[config.mk]
export PLATFORM = sky130hd
export DESIGN_NAME = dbg_mailbox
export DESIGN_NICKNAME = d
export VERILOG_FILES = /design/src/rtl/dbg_mbx_pkg.sv /design/src/rtl/mbx_chan.sv /design/src/rtl/mbx_side.sv /design/src/rtl/dbg_mailbox.sv
export SDC_FILE = /design/constraint.sdc
export NUM_CORES = 1
export LEC_CHECK = 0
export BUFFER_PORTS_ARGS = -buffer_cell sky130_fd_sc_hd__buf_2
export CAP_MARGIN = 20
export CORE_ASPECT_RATIO = 1.1
export CORE_MARGIN = 2
export CORE_UTILIZATION = 52
export CTS_CLUSTER_SIZE = 10
export DETAILED_ROUTE_END_ITERATION = 6
export GPL_ROUTABILITY_DRIVEN = 0
export GPL_TIMING_DRIVEN = 0
export PLACE_DENSITY = 0.8
export SYNTH_ARGS = -nofsm -noshare
export SYNTH_HDL_FRONTEND = slang
export SYNTH_SLANG_ARGS = --single-unit
[constraint.sdc]
create_clock -name clk -period 1.85 [get_ports clk]
set_clock_uncertainty 0.1 [all_clocks]
set_input_delay 0.185 -clock clk [delete_from_list [all_inputs] [get_ports clk]]
set_output_delay 0.185 -clock clk [all_outputs]
set_load 0.01 [all_outputs]
[src/rtl/dbg_mbx_pkg.sv]
package dbg_mbx_pkg;

    localparam int WORD_W = 32;
    localparam int FLAG_W = 7;
    localparam int ADDR_W = 3;
    localparam int PAD_W  = WORD_W - FLAG_W - 1;

    typedef enum logic [ADDR_W-1:0] {
        A_OUT_DATA = 3'd0,
        A_OUT_CTL  = 3'd1,
        A_IN_DATA  = 3'd2,
        A_IN_CTL   = 3'd3,
        A_OUT_PEEK = 3'd4,
        A_IN_PEEK  = 3'd5
    } mbx_addr_e;

    typedef struct packed {
        logic [WORD_W-1:0] data;
        logic [FLAG_W-1:0] flags;
        logic              full;
    } chan_state_t;

    typedef struct packed {
        logic              put;
        logic              set_flags;
        logic              take;
        logic [WORD_W-1:0] wdata;
    } chan_cmd_t;

    function automatic logic [WORD_W-1:0] ctl_word(input chan_state_t s);
        return {{PAD_W{1'b0}}, s.flags, s.full};
    endfunction

    function automatic logic [WORD_W-1:0] read_mux(input logic [ADDR_W-1:0] a,
                                                   input chan_state_t out_s,
                                                   input chan_state_t in_s);
        logic [WORD_W-1:0] r;
        case (a)
            A_OUT_DATA, A_OUT_PEEK: r = out_s.data;
            A_OUT_CTL:              r = ctl_word(out_s);
            A_IN_DATA,  A_IN_PEEK:  r = in_s.data;
            A_IN_CTL:               r = ctl_word(in_s);
            default:                r = '0;
        endcase
        return r;
    endfunction

    function automatic chan_cmd_t merge_cmd(input chan_cmd_t a, input chan_cmd_t b);
        chan_cmd_t m;
        m.put       = a.put | b.put;
        m.set_flags = a.set_flags | b.set_flags;
        m.take      = a.take | b.take;
        m.wdata     = (a.put | a.set_flags) ? a.wdata : b.wdata;
        return m;
    endfunction

endpackage

[src/rtl/mbx_chan.sv]
module mbx_chan
    import dbg_mbx_pkg::*;
(
    input  logic        clk,
    input  logic        rst,
    input  chan_cmd_t   cmd,
    output chan_state_t st,
    output logic        fill_evt,
    output logic        drain_evt
);

    always_ff @(posedge clk) begin
        if (rst) begin
            st        <= '0;
            fill_evt  <= 1'b0;
            drain_evt <= 1'b0;
        end else begin
            if (cmd.put) begin
                st.data <= cmd.wdata;
            end
            if (cmd.set_flags) begin
                st.flags <= cmd.wdata[FLAG_W:1];
            end
            if (cmd.put) begin
                st.full <= 1'b1;
            end else if (cmd.take) begin
                st.full <= 1'b0;
            end
            fill_evt  <= cmd.put && !st.full;
            drain_evt <= cmd.take && !cmd.put && st.full;
        end
    end

endmodule

[src/rtl/mbx_side.sv]
module mbx_side
    import dbg_mbx_pkg::*;
#(
    parameter bit IS_HOST = 1'b1
) (
    input  logic              sel,
    input  logic              wr,
    input  logic [ADDR_W-1:0] addr,
    input  logic [WORD_W-1:0] wdata,
    input  chan_state_t       out_s,
    input  chan_state_t       in_s,
    output chan_cmd_t         out_cmd,
    output chan_cmd_t         in_cmd,
    output logic [WORD_W-1:0] rdata
);

    logic rd_s;
    logic wr_s;

    assign rd_s = sel && !wr;
    assign wr_s = sel && wr;

    assign rdata = rd_s ? read_mux(addr, out_s, in_s) : '0;

    generate
        if (IS_HOST) begin : g_host
            always_comb begin
                out_cmd           = '0;
                out_cmd.put       = wr_s && (addr == A_OUT_DATA);
                out_cmd.set_flags = wr_s && (addr == A_OUT_CTL);
                out_cmd.wdata     = wdata;
                in_cmd            = '0;
                in_cmd.take       = rd_s && (addr == A_IN_DATA);
                in_cmd.wdata      = wdata;
            end
        end else begin : g_dev
            always_comb begin
                out_cmd           = '0;
                out_cmd.take      = rd_s && (addr == A_OUT_DATA);
                out_cmd.wdata     = wdata;
                in_cmd            = '0;
                in_cmd.put        = wr_s && (addr == A_IN_DATA);
                in_cmd.set_flags  = wr_s && (addr == A_IN_CTL);
                in_cmd.take       = rd_s && (addr == A_IN_DATA);
                in_cmd.wdata      = wdata;
            end
        end
    endgenerate

endmodule

[src/rtl/dbg_mailbox.sv]
module dbg_mailbox
    import dbg_mbx_pkg::*;
(
    input  logic              clk,
    input  logic              rst,
    input  logic              h_sel,
    input  logic              h_wr,
    input  logic [ADDR_W-1:0] h_addr,
    input  logic [WORD_W-1:0] h_wdata,
    output logic [WORD_W-1:0] h_rdata,
    input  logic              d_sel,
    input  logic              d_wr,
    input  logic [ADDR_W-1:0] d_addr,
    input  logic [WORD_W-1:0] d_wdata,
    output logic [WORD_W-1:0] d_rdata,
    output logic              tx_evt,
    output logic              rx_evt
);

    chan_state_t out_st;
    chan_state_t in_st;
    chan_cmd_t   h_out_cmd, h_in_cmd;
    chan_cmd_t   d_out_cmd, d_in_cmd;
    chan_cmd_t   out_cmd,   in_cmd;
    logic        out_full;
    logic        in_full;

    mbx_side #(.IS_HOST(1'b1)) u_host (
        .sel(h_sel), .wr(h_wr), .addr(h_addr), .wdata(h_wdata),
        .out_s(out_st), .in_s(in_st),
        .out_cmd(h_out_cmd), .in_cmd(h_in_cmd), .rdata(h_rdata)
    );

    mbx_side #(.IS_HOST(1'b0)) u_dev (
        .sel(d_sel), .wr(d_wr), .addr(d_addr), .wdata(d_wdata),
        .out_s(out_st), .in_s(in_st),
        .out_cmd(d_out_cmd), .in_cmd(d_in_cmd), .rdata(d_rdata)
    );

    assign out_cmd = merge_cmd(h_out_cmd, d_out_cmd);
    assign in_cmd  = merge_cmd(d_in_cmd, h_in_cmd);

    mbx_chan u_out (
        .clk(clk), .rst(rst), .cmd(out_cmd), .st(out_st),
        .fill_evt(tx_evt), .drain_evt()
    );

    mbx_chan u_in (
        .clk(clk), .rst(rst), .cmd(in_cmd), .st(in_st),
        .fill_evt(), .drain_evt(rx_evt)
    );

    assign out_full = out_st.full;
    assign in_full  = in_st.full;

endmodule

# Yosys cells after proc, flatten, opt, wreduce, memory -nomap -nowiden
# Cells that the tools add are included.
word_totals:
  elab_cells: 57
  inputBits: 76
  reg_bits: 82
op_classes:
  muxes: 10
  n_eq_ne: 10
  n_bitwise: 3
  reduce_logical: 26
op_table:
  columns: ["op", "count"]
  rows:
  - ["one-hot mux 32 bit (4 select lines)", 2]
  - ["2-to-1 mux 32 bit", 4]
  - ["logical AND 1 bit", 14]
  - ["== test 3 x 2 -> 1 bit (second input constant)", 4]
  - ["== test 3 bit (second input constant)", 4]
  - ["OR reduction 2 bit", 4]
  - ["== test 3 x 1 -> 1 bit (second input constant)", 2]
  - ["zero test 3 bit", 2]
  - ["zero test 1 bit", 4]
  - ["2-to-1 mux 1 bit", 4]
  - ["nonzero test 2 bit", 2]
  - ["OR 1 bit", 3]

# Longest topological paths before layout
# Gate-level depths: netlist of the first run.
logic_depth:
  word_depth: 6
  ltp_mapped: 6
  ltp_nobuf: 3

# Cells and area by module
# Synthesis of the first run repeated with hierarchy kept, for this count alone.
hier_totals:
  cells_unflattened: 742
  hier_area_um2: 6528.8
modules_own_cells:
  columns: ["mod", "seq_area_each_um2", "cells_each", "n_inst", "area_each_um2"]
  rows:
  - ["mbx_chan", 840.8, 135, 2, 1514.0]
  - ["mbx_side at u_dev", 0.0, 197, 1, 1423.9]
  - ["mbx_side at u_host", 0.0, 197, 1, 1209.9]
  - ["dbg_mailbox", 0.0, 78, 1, 867.1]

# Worst setup path after synthesis of the first run
# No wires, ideal clock.
synth_timing:
  kind: "input -> output"
  from: "input d_addr[1]"
  to: "output d_rdata[29]"
  n_path_buf: 2
  setup_slack_ns: 0.395
  t_arrival_ns: 1.170
  path_stages: 5
  required_time_ns: 1.565
  path_cell_list: "clkbuf_2 > nor3b_2 > clkbuf_1 > o21ai_0 > a21oi_1"
synth_between:
  elab_chain_len: 4
  word_cells_on_any_way: 10
synth_lines:
  columns: ["element", "line", "rtl"]
  rows:
  - ["from (decl)", "dbg_mailbox.sv:13", "input logic [ADDR_W-1:0] d_addr,"]
  - ["== test 3 bit (tied with other cells)", "dbg_mbx_pkg.sv:38", "case (a)"]
  - ["OR reduction 2 bit", "dbg_mbx_pkg.sv:38", null]
  - ["one-hot mux 32 bit (4 select lines) (*)", "dbg_mbx_pkg.sv:38", null]
  - ["2-to-1 mux 32 bit (*)", "mbx_side.sv:23", "assign rdata = rd_s ? read_mux(addr, out_s, in_s) : '0;"]
  - ["to (decl)", "dbg_mailbox.sv:15", "output logic [WORD_W-1:0] d_rdata,"]
# Every way passes the cells marked *; elsewhere a longest branch is shown, timed or not.

# Worst setup path after layout of the first run
layout_timing:
  from: "input h_addr[0]"
  to: "output h_rdata[2]"
layout_between:
  elab_chain_len: 4
  word_cells_on_any_way: 10
layout_lines:
  columns: ["element", "line", "rtl"]
  rows:
  - ["from (decl)", "dbg_mailbox.sv:8", "input logic [ADDR_W-1:0] h_addr,"]
  - ["== test 3 bit (tied with other cells)", "dbg_mbx_pkg.sv:38", null]
  - ["OR reduction 2 bit", "dbg_mbx_pkg.sv:38", null]
  - ["one-hot mux 32 bit (4 select lines) (*)", "dbg_mbx_pkg.sv:38", null]
  - ["2-to-1 mux 32 bit (*)", "mbx_side.sv:23", null]
  - ["to (decl)", "dbg_mailbox.sv:10", "output logic [WORD_W-1:0] h_rdata,"]
# Marked as above.

==> results of run 1 <==
stage by stage:
step | instances | setup slack, ps | hold slack (ps)
final | 965 | 55.92 | 9.060
after global routing | 965 | -3.169 | 16.52
after CTS | 964 | 0.5160 | 0.9492
after detailed placement | 887 | -57.28 | 346.8
after global placement | 887 | -54.80 | 342.9
after floorplan | 633 | 395.2 | 224.9
area by class of cell:
| cell class | count | area share |
|---|---|---|
| Buffer | 63 | 0.05215 |
| Clock buffer | 9 | 0.01905 |
| Clock inverter | 7 | 0.01809 |
| Inverter | 1 | 0.0005773 |
| Multi-Input combinational cell | 487 | 0.4329 |
| Sequential cell | 82 | 0.2525 |
| Tap cell | 114 | 0.02194 |
| Timing Repair Buffer | 202 | 0.2028 |
per-layer routing:
| layer | share of wire | wire length, um | up-vias | track usage |
|---|---|---|---|---|
| met4 | 0.039 | 660 | 0 | 0.1439 |
| met3 | 0.10 | 1727 | 66 | 0.06304 |
| met5 | 0 | 0 | - | 0 |
| li1 | - | - | 2660 | - |
| met2 | 0.48 | 8080 | 392 | 0.5538 |
| met1 | 0.38 | 6363 | 2658 | 0.4171 |
tightest hold or removal path: stages:
cell and delay, ps:
buf_2 100, nand2b_1 60, mux2i_1 70
logic make-up (layout without fill, tap and decap cells):
kind of cell    after synthesis  after routing  synth area share
mux                          40             40           0.08636
buf+inv                      64            282           0.06635
flops                        82             82            0.3454
simple gates                206            206            0.2383
compound gates              241            241            0.2636
timing repair:
item | CTS | global route
setup buffers | 0 | 1
hold buffers | 61 | 0
resized for setup | 4 | 31
endpoints found under the hold margin | 69 | 0
endpoints found under the setup margin | 29 | 59
registers in the layout, indices dropped and copies added, names as in the netlist:
signal	flops
u_in.st	40
u_out.st	40
u_in.drain_evt	1
u_out.fill_evt	1
power breakdown:
group,switching (uW),internal [uW]
clock,677,896
sequential,18.4,1790
combinational,318,256
placed cells by master, fill, tap and decap left out, types with 2 or more instances in the layout:
| master | n |
|---|---|
| buf_1 | 2 |
| and3b_1 | 2 |
| clkinv_4 | 2 |
| clkbuf_8 | 9 |
| clkbuf_4 | 3 |
| nand2_1 | 62 |
| mux2i_1 | 32 |
| o21ai_0 | 103 |
| bufinv_16 | 3 |
| nand2b_1 | 66 |
| clkbuf_1 | 26 |
| a31oi_1 | 16 |
| nor3b_1 | 8 |
| clkbuf_2 | 18 |
| dlygate4sd3_1 | 61 |
| nand3b_1 | 3 |
| nor3b_4 | 2 |
| nor2b_1 | 2 |
| buf_2 | 150 |
| and3b_2 | 3 |
| a22oi_1 | 8 |
| dfxtp_1 | 82 |
| mux2_2 | 8 |
| clkinv_2 | 2 |
| a21oi_1 | 104 |
| o21ai_1 | 9 |
| nor2_1 | 2 |
| buf_12 | 3 |
| nand3_1 | 46 |
worst max path at each step:
| stage | start | end | slack (ps) | cells past startpoint |
|---|---|---|---|---|
| floorplan | d_addr[1] | d_rdata[29] | 400 | 5 |
| global placement | d_addr[1] | d_rdata[0] | -50 | 6 |
| detailed placement | d_addr[0] | d_rdata[16] | -60 | 7 |
| CTS | h_addr[1] | h_rdata[17] | 0.5 | 6 |
| global route | d_addr[1] | d_rdata[28] | -3 | 6 |
| finish | h_addr[0] | h_rdata[2] | 60 | 6 |
==> impl_metrics.py, run 1 <==
metrics = {
    "run_status": {
        "status": "finished with violations",
        "violations": "design-rule violations",
    },
    "yosys": {
        "count_of_unique_library_cells_instantiated_by_yosys": 35,
        "synthCells": 633,
        "synth_top_flop_cell": "dfxtp_1",
        "ys_ff_latch": 82,
        "synth_most_common_cell": "a21oi_1",
        "synthesis.yosys.warnings": 0,
        "synth.avg_cell_area_um2": 7.507,
        "post-synth-top-area-fraction": 0.3454,
        "mappedNetlistArea_um2": 4752,
        "synth.cells.most_frequent": "a21oi_1, o21ai_0, dfxtp_1",
        "synth_top_area_cell": "dfxtp_1",
        "post_synth_arst_share": 0,
        "seq_area_frac_synth": 0.3454,
        "cell_types_with_the_largest_area_share_after_synthesis": "dfxtp_1, a21oi_1, o21ai_0, nand2b_1, mux2i_1",
        "edff_count_synth": 0,
        "postSynthNetCount": 709,
    },
    "routing": {
        "post_drt_via_cell_ratio": 5.985,
        "initialDrtViolationCount": 569,
        "total_wirelength_mm": 16.83,
        "detail-route-antenna-nets": 0,
        "routed_wirelength_normalized_by_instance_count_um": 17.44,
        "post-route-drc-count": 2,
        "drt_pre_antenna_iters": 7,
        "route.vias.total": 5776,
    },
    "sta": {
        "max_slew_margin": 0.6055,
        "finalSetupViolations": 0,
        "finalHoldViolations": 0,
        "fmax_mhz": 557.4,
        "timing.final.crit_period_ps": 1794,
        "worst-slew-pin-transition_ps": 589.6,
        "setup-tns-final_ps": 0,
        "final_period_util": 0.9698,
        "final-max-slew-violation-count": 0,
    },
    "clocking": {
        "cts.sink_count": 82,
        "cts_bufs_inserted": 9,
        "cts.clk_slew.worst_paths_ps": 80,
        "root_buffer": "clkbuf_8",
        "tritoncts": "done",
        "htreeDepth": 3,
        "worstSkewPairLatency_ps": 360,
        "max_clock_buf_depth": 2,
    },
    "placement": {
        "placed_cell_area_um2": 5595,
        "io_buffers": 140,
        "post-dp-hpwl_mm": 11.64,
    },
    "cells_and_area": {
        "multi_input_area_um2": 2815,
        "syn2layout_area_growth_pct": 36.84,
        "post_route_cells_drive_above_1_share": 0.2491,
        "final_nets": 922,
        "fillerInstances": 698,
        "antenna-diode-count": 0,
        "final_util": 0.7328,
        "regArea_um2": 1642,
        "fin_area_um2": 6502,
    },
    "worst_setup_path": {
        "critical_path.slowest_cell": "clkbuf_2",
        "crit_path_max_delay_family": "buffers and inverters",
        "end_kind": "output port",
        "arrival_time_reported_for_the_critical_path_endpoint_ps": 1510,
        "crit-reg2reg-capture": "u_in.st[0]",
        "critical_path.startpoint_type": "input port",
        "crit-reg2reg-launch": "u_in.st[0]",
        "crit_type": "input port to output port",
        "rr_worst_depth": 3,
        "timing.critical_path.cells": "buf_2 > nor2_1 > clkbuf_2 > a22oi_1 > a21oi_1 > buf_2",
        "worst_ep_required_time_ps": 1560,
        "crit_top_cell": "buf_2",
        "cp.buffers_inverters": 3,
        "max_stage_delay_ps": 330,
        "crit_path_max_fanout": 10,
        "rrSetupSlack_ps": 830,
    },
    "grt": {
        "grtUsageTotal": 0.3343,
        "number_of_antenna_violations_at_the_first_check_in_global_routing": 0,
        "via_count_of_the_first_global_routing_pass": 5400,
        "grt_remaining_overflow": 0,
        "grt_max_degree": 15,
        "global_route_wire_length_before_repair_mm": 26.12,
    },
    "die": {
        "die_height_um": 104.3,
        "start_util": 0.5355,
        "placement_rows": 36,
        "fp.coreArea_um2": 8874,
        "io_pins": 142,
        "dieArea_um2": 9920,
        "chipWidth_um": 95.15,
    },
    "min_path": {
        "class_of_the_worst_hold_path": "input port to flop",
        "worstHoldEndpoint": "u_in.st[34]",
        "worstHoldPathCells": 3,
        "min_from": "d_wdata[26]",
    },
    "pwr": {
        "power_uw": 3952,
        "power_density_nw_per_um2": 607.8,
        "leakage_uw": 0.002419,
        "worst_ir_drop_vdd_mv": 0.3912,
    },
    "run": {
        "max_capacitance_violation_count": 0,
    },
}
Power figures use the tool's default switching activity.
==> run 2, diff against run 1 <==
- REMOVE_ABC_BUFFERS: unset -> 1
==> run 2 against run 1 <==
Compared with the run above: non-clock buffer count shrank 55; clock power grew 3%; total power grew 1.3%; the run now ends clean; maximum frequency shrank 0.19%; combinational power grew 3.5%; highest routed layer unchanged.
==> impl_metrics.py, run 2 (same netlist as run 1, synthesis figures left out) <==
metrics = {
    "routing": {
        "post-route-drc-count": 0,
        "drt_pre_antenna_iters": 7,
        "route.vias.total": 5551,
        "routed_length_on_met3_mm": 1.726,
        "detail-route-antenna-nets": 0,
        "routed_wirelength_normalized_by_instance_count_um": 18.90,
        "top_layer_used": "met4",
        "total_wirelength_mm": 17.24,
        "wl_met1_mm": 6.694,
        "wl_met2_mm": 8.389,
        "initialDrtViolationCount": 457,
        "post_drt_via_cell_ratio": 6.087,
    },
    "cells_and_area": {
        "layout.cells.most_common_list": "buf_2, a21oi_1, o21ai_0, dfxtp_1, nand2b_1",
        "final_nets": 869,
        "post_route_cells_drive_above_1_share": 0.2459,
        "fin_area_um2": 6381,
        "reg.largest.list": "u_in.st x40, u_out.st x40",
        "syn2layout_area_growth_pct": 34.28,
        "layout.cells.most_common": "buf_2",
    },
    "clocking": {
        "cts.sink_count": 82,
        "root_buffer": "clkbuf_8",
        "max_clock_buf_depth": 2,
        "worstSkewPairLatency_ps": 360,
        "cts_bufs_inserted": 9,
        "htreeDepth": 3,
        "tritoncts": "done",
        "cts.clk_slew.worst_paths_ps": 80,
    },
    "sta": {
        "fmax_mhz": 556.4,
        "worst-slew-pin-transition_ps": 1074,
        "max_slew_margin": 0.2829,
        "final_period_util": 0.9716,
        "finalSetupViolations": 0,
        "hold_slack_ps": 0.8942,
        "grt_setup_unrepaired": "yes",
        "finalHoldViolations": 0,
        "timing.final.crit_period_ps": 1797,
        "final-max-slew-violation-count": 0,
    },
    "pwr": {
        "clockPowerShare": 0.402,
        "power_density_nw_per_um2": 627.6,
        "worst_ir_drop_vdd_mv": 0.4193,
        "pwr-share-comb": 0.148,
        "power.switching_uw": 1026,
        "switching_share": 0.2562,
        "leakage_uw": 0.002318,
        "power_report.internal_total_uw": 2979,
        "sequential_fraction_of_design_power": 0.450,
    },
    "worst_setup_path": {
        "end_kind": "output port",
        "crit-reg2reg-launch": "u_in.st[0]",
        "crit_path_max_fanout": 19,
        "rr_worst_depth": 3,
        "crit_type": "input port to output port",
        "critical_path.startpoint_type": "input port",
        "crit-reg2reg-capture": "u_in.st[0]",
        "worst_ep_required_time_ps": 1560,
        "rrSetupSlack_ps": 820,
        "arrival_time_reported_for_the_critical_path_endpoint_ps": 1510,
    },
    "die": {
        "die_height_um": 104.3,
        "placement_rows": 36,
        "start_util": 0.5355,
        "fp.coreArea_um2": 8874,
        "chipWidth_um": 95.15,
        "dieArea_um2": 9920,
        "io_pins": 142,
    },
    "grt": {
        "grtUsageTotal": 0.3340,
        "global_route_wire_length_before_repair_mm": 26.32,
        "grt_max_degree": 115,
        "via_count_of_the_first_global_routing_pass": 5500,
        "grt_remaining_overflow": 0,
        "number_of_antenna_violations_at_the_first_check_in_global_routing": 1,
    },
    "run": {
        "max_capacitance_violation_count": 0,
    },
    "min_path": {
        "worstHoldPathCells": 3,
        "min_from": "d_wdata[16]",
        "worstHoldEndpoint": "u_in.st[24]",
        "class_of_the_worst_hold_path": "input port to flop",
    },
    "placement": {
        "io_buffers": 141,
        "post-dp-hpwl_mm": 9.759,
        "placed_cell_area_um2": 5497,
    },
    "run_status": {
        "status": "complete, no violations",
    },
}
run 2: cell types whose count changed in the layout (fill, tap and decap cells not counted), sizes merged:
cell / before / now
inv: 1 / 2
clkinv: 4 / 0
and3b: 5 / 7
clkbuf: 56 / 12
dlygate4sd3: 61 / 55
buf: 157 / 154
diode: 0 / 1
run 2: worst max-delay path by stage:
stage,startpoint,endpoint,slack [ps],depth (start not counted)
4_1_cts,d_addr[1],d_rdata[6],-30,5
2_1_floorplan,h_addr[0],h_rdata[0],-100,3
5_1_grt,d_addr[1],d_rdata[6],-30,6
3_3_place_gp,h_addr[1],h_rdata[5],-1410,5
6_report,d_addr[1],d_rdata[6],50,6
3_5_place_dp,h_addr[1],h_rdata[23],-580,5
run 2: per-layer routing:
metal,up-vias,track usage
met5,-,0
met4,0,0.1563
met3,46,0.07174
met2,344,0.5423
met1,2606,0.4160
li1,2555,-
run 2: power groups by stage:
stage	Clock, uW	Combinational (uW)	Sequential, uW
after CTS	1620	557	1800
after floorplan	0	183	1840
final	1610	595	1800
after global routing	1690	627	1810
after global placement	0	399	1840
after detailed placement	0	457	1840
run 2: area by class of cell:
| cell class | instances | area (um2) |
|---|---|---|
| Inverter | 1 | 3.754 |
| Clock inverter | 4 | 98.84 |
| Sequential cell | 82 | 1642 |
| Fill cell | 683 | 2492 |
| Clock buffer | 11 | 141.4 |
| Timing Repair Buffer | 210 | 1489 |
| Tap cell | 114 | 142.6 |
| Antenna cell | 1 | 2.502 |
| Multi-Input combinational cell | 489 | 2861 |
run 2: per-stage QoR:
stage / total power (uW) / instances / setup WS, ps / TNS (ps) / util
floorplan: 2022 / 570 / -101.4 / -835.7 / -
global placement: 2240 / 825 / -1412 / -110770 / 0.5960
detailed placement: 2300 / 834 / -581.6 / -25760 / 0.6194
CTS: 3979 / 907 / -28.22 / -28.22 / 0.7129
global route: 4117 / 912 / -32.63 / -40.11 / 0.7191
finish: 4005 / 912 / 52.58 / 0 / 0.7191
run 2: worst max-delay path: stages:
cell      delay (ps)
clkbuf_4         260
nor3b_4          310
buf_8            210
o21ai_0          110
a31oi_1          240
buf_2            180
run 2: timing repair:
item | 4_1_cts | 5_1_grt
hold buffers | 53 | 2
pin swaps | 2 | 0
gates resized for setup | 8 | 5
endpoints found under the hold margin | 61 | 2
setup buffers | 5 | 0
endpoints found under the setup margin | 64 | 46
gates cloned | 0 | 2
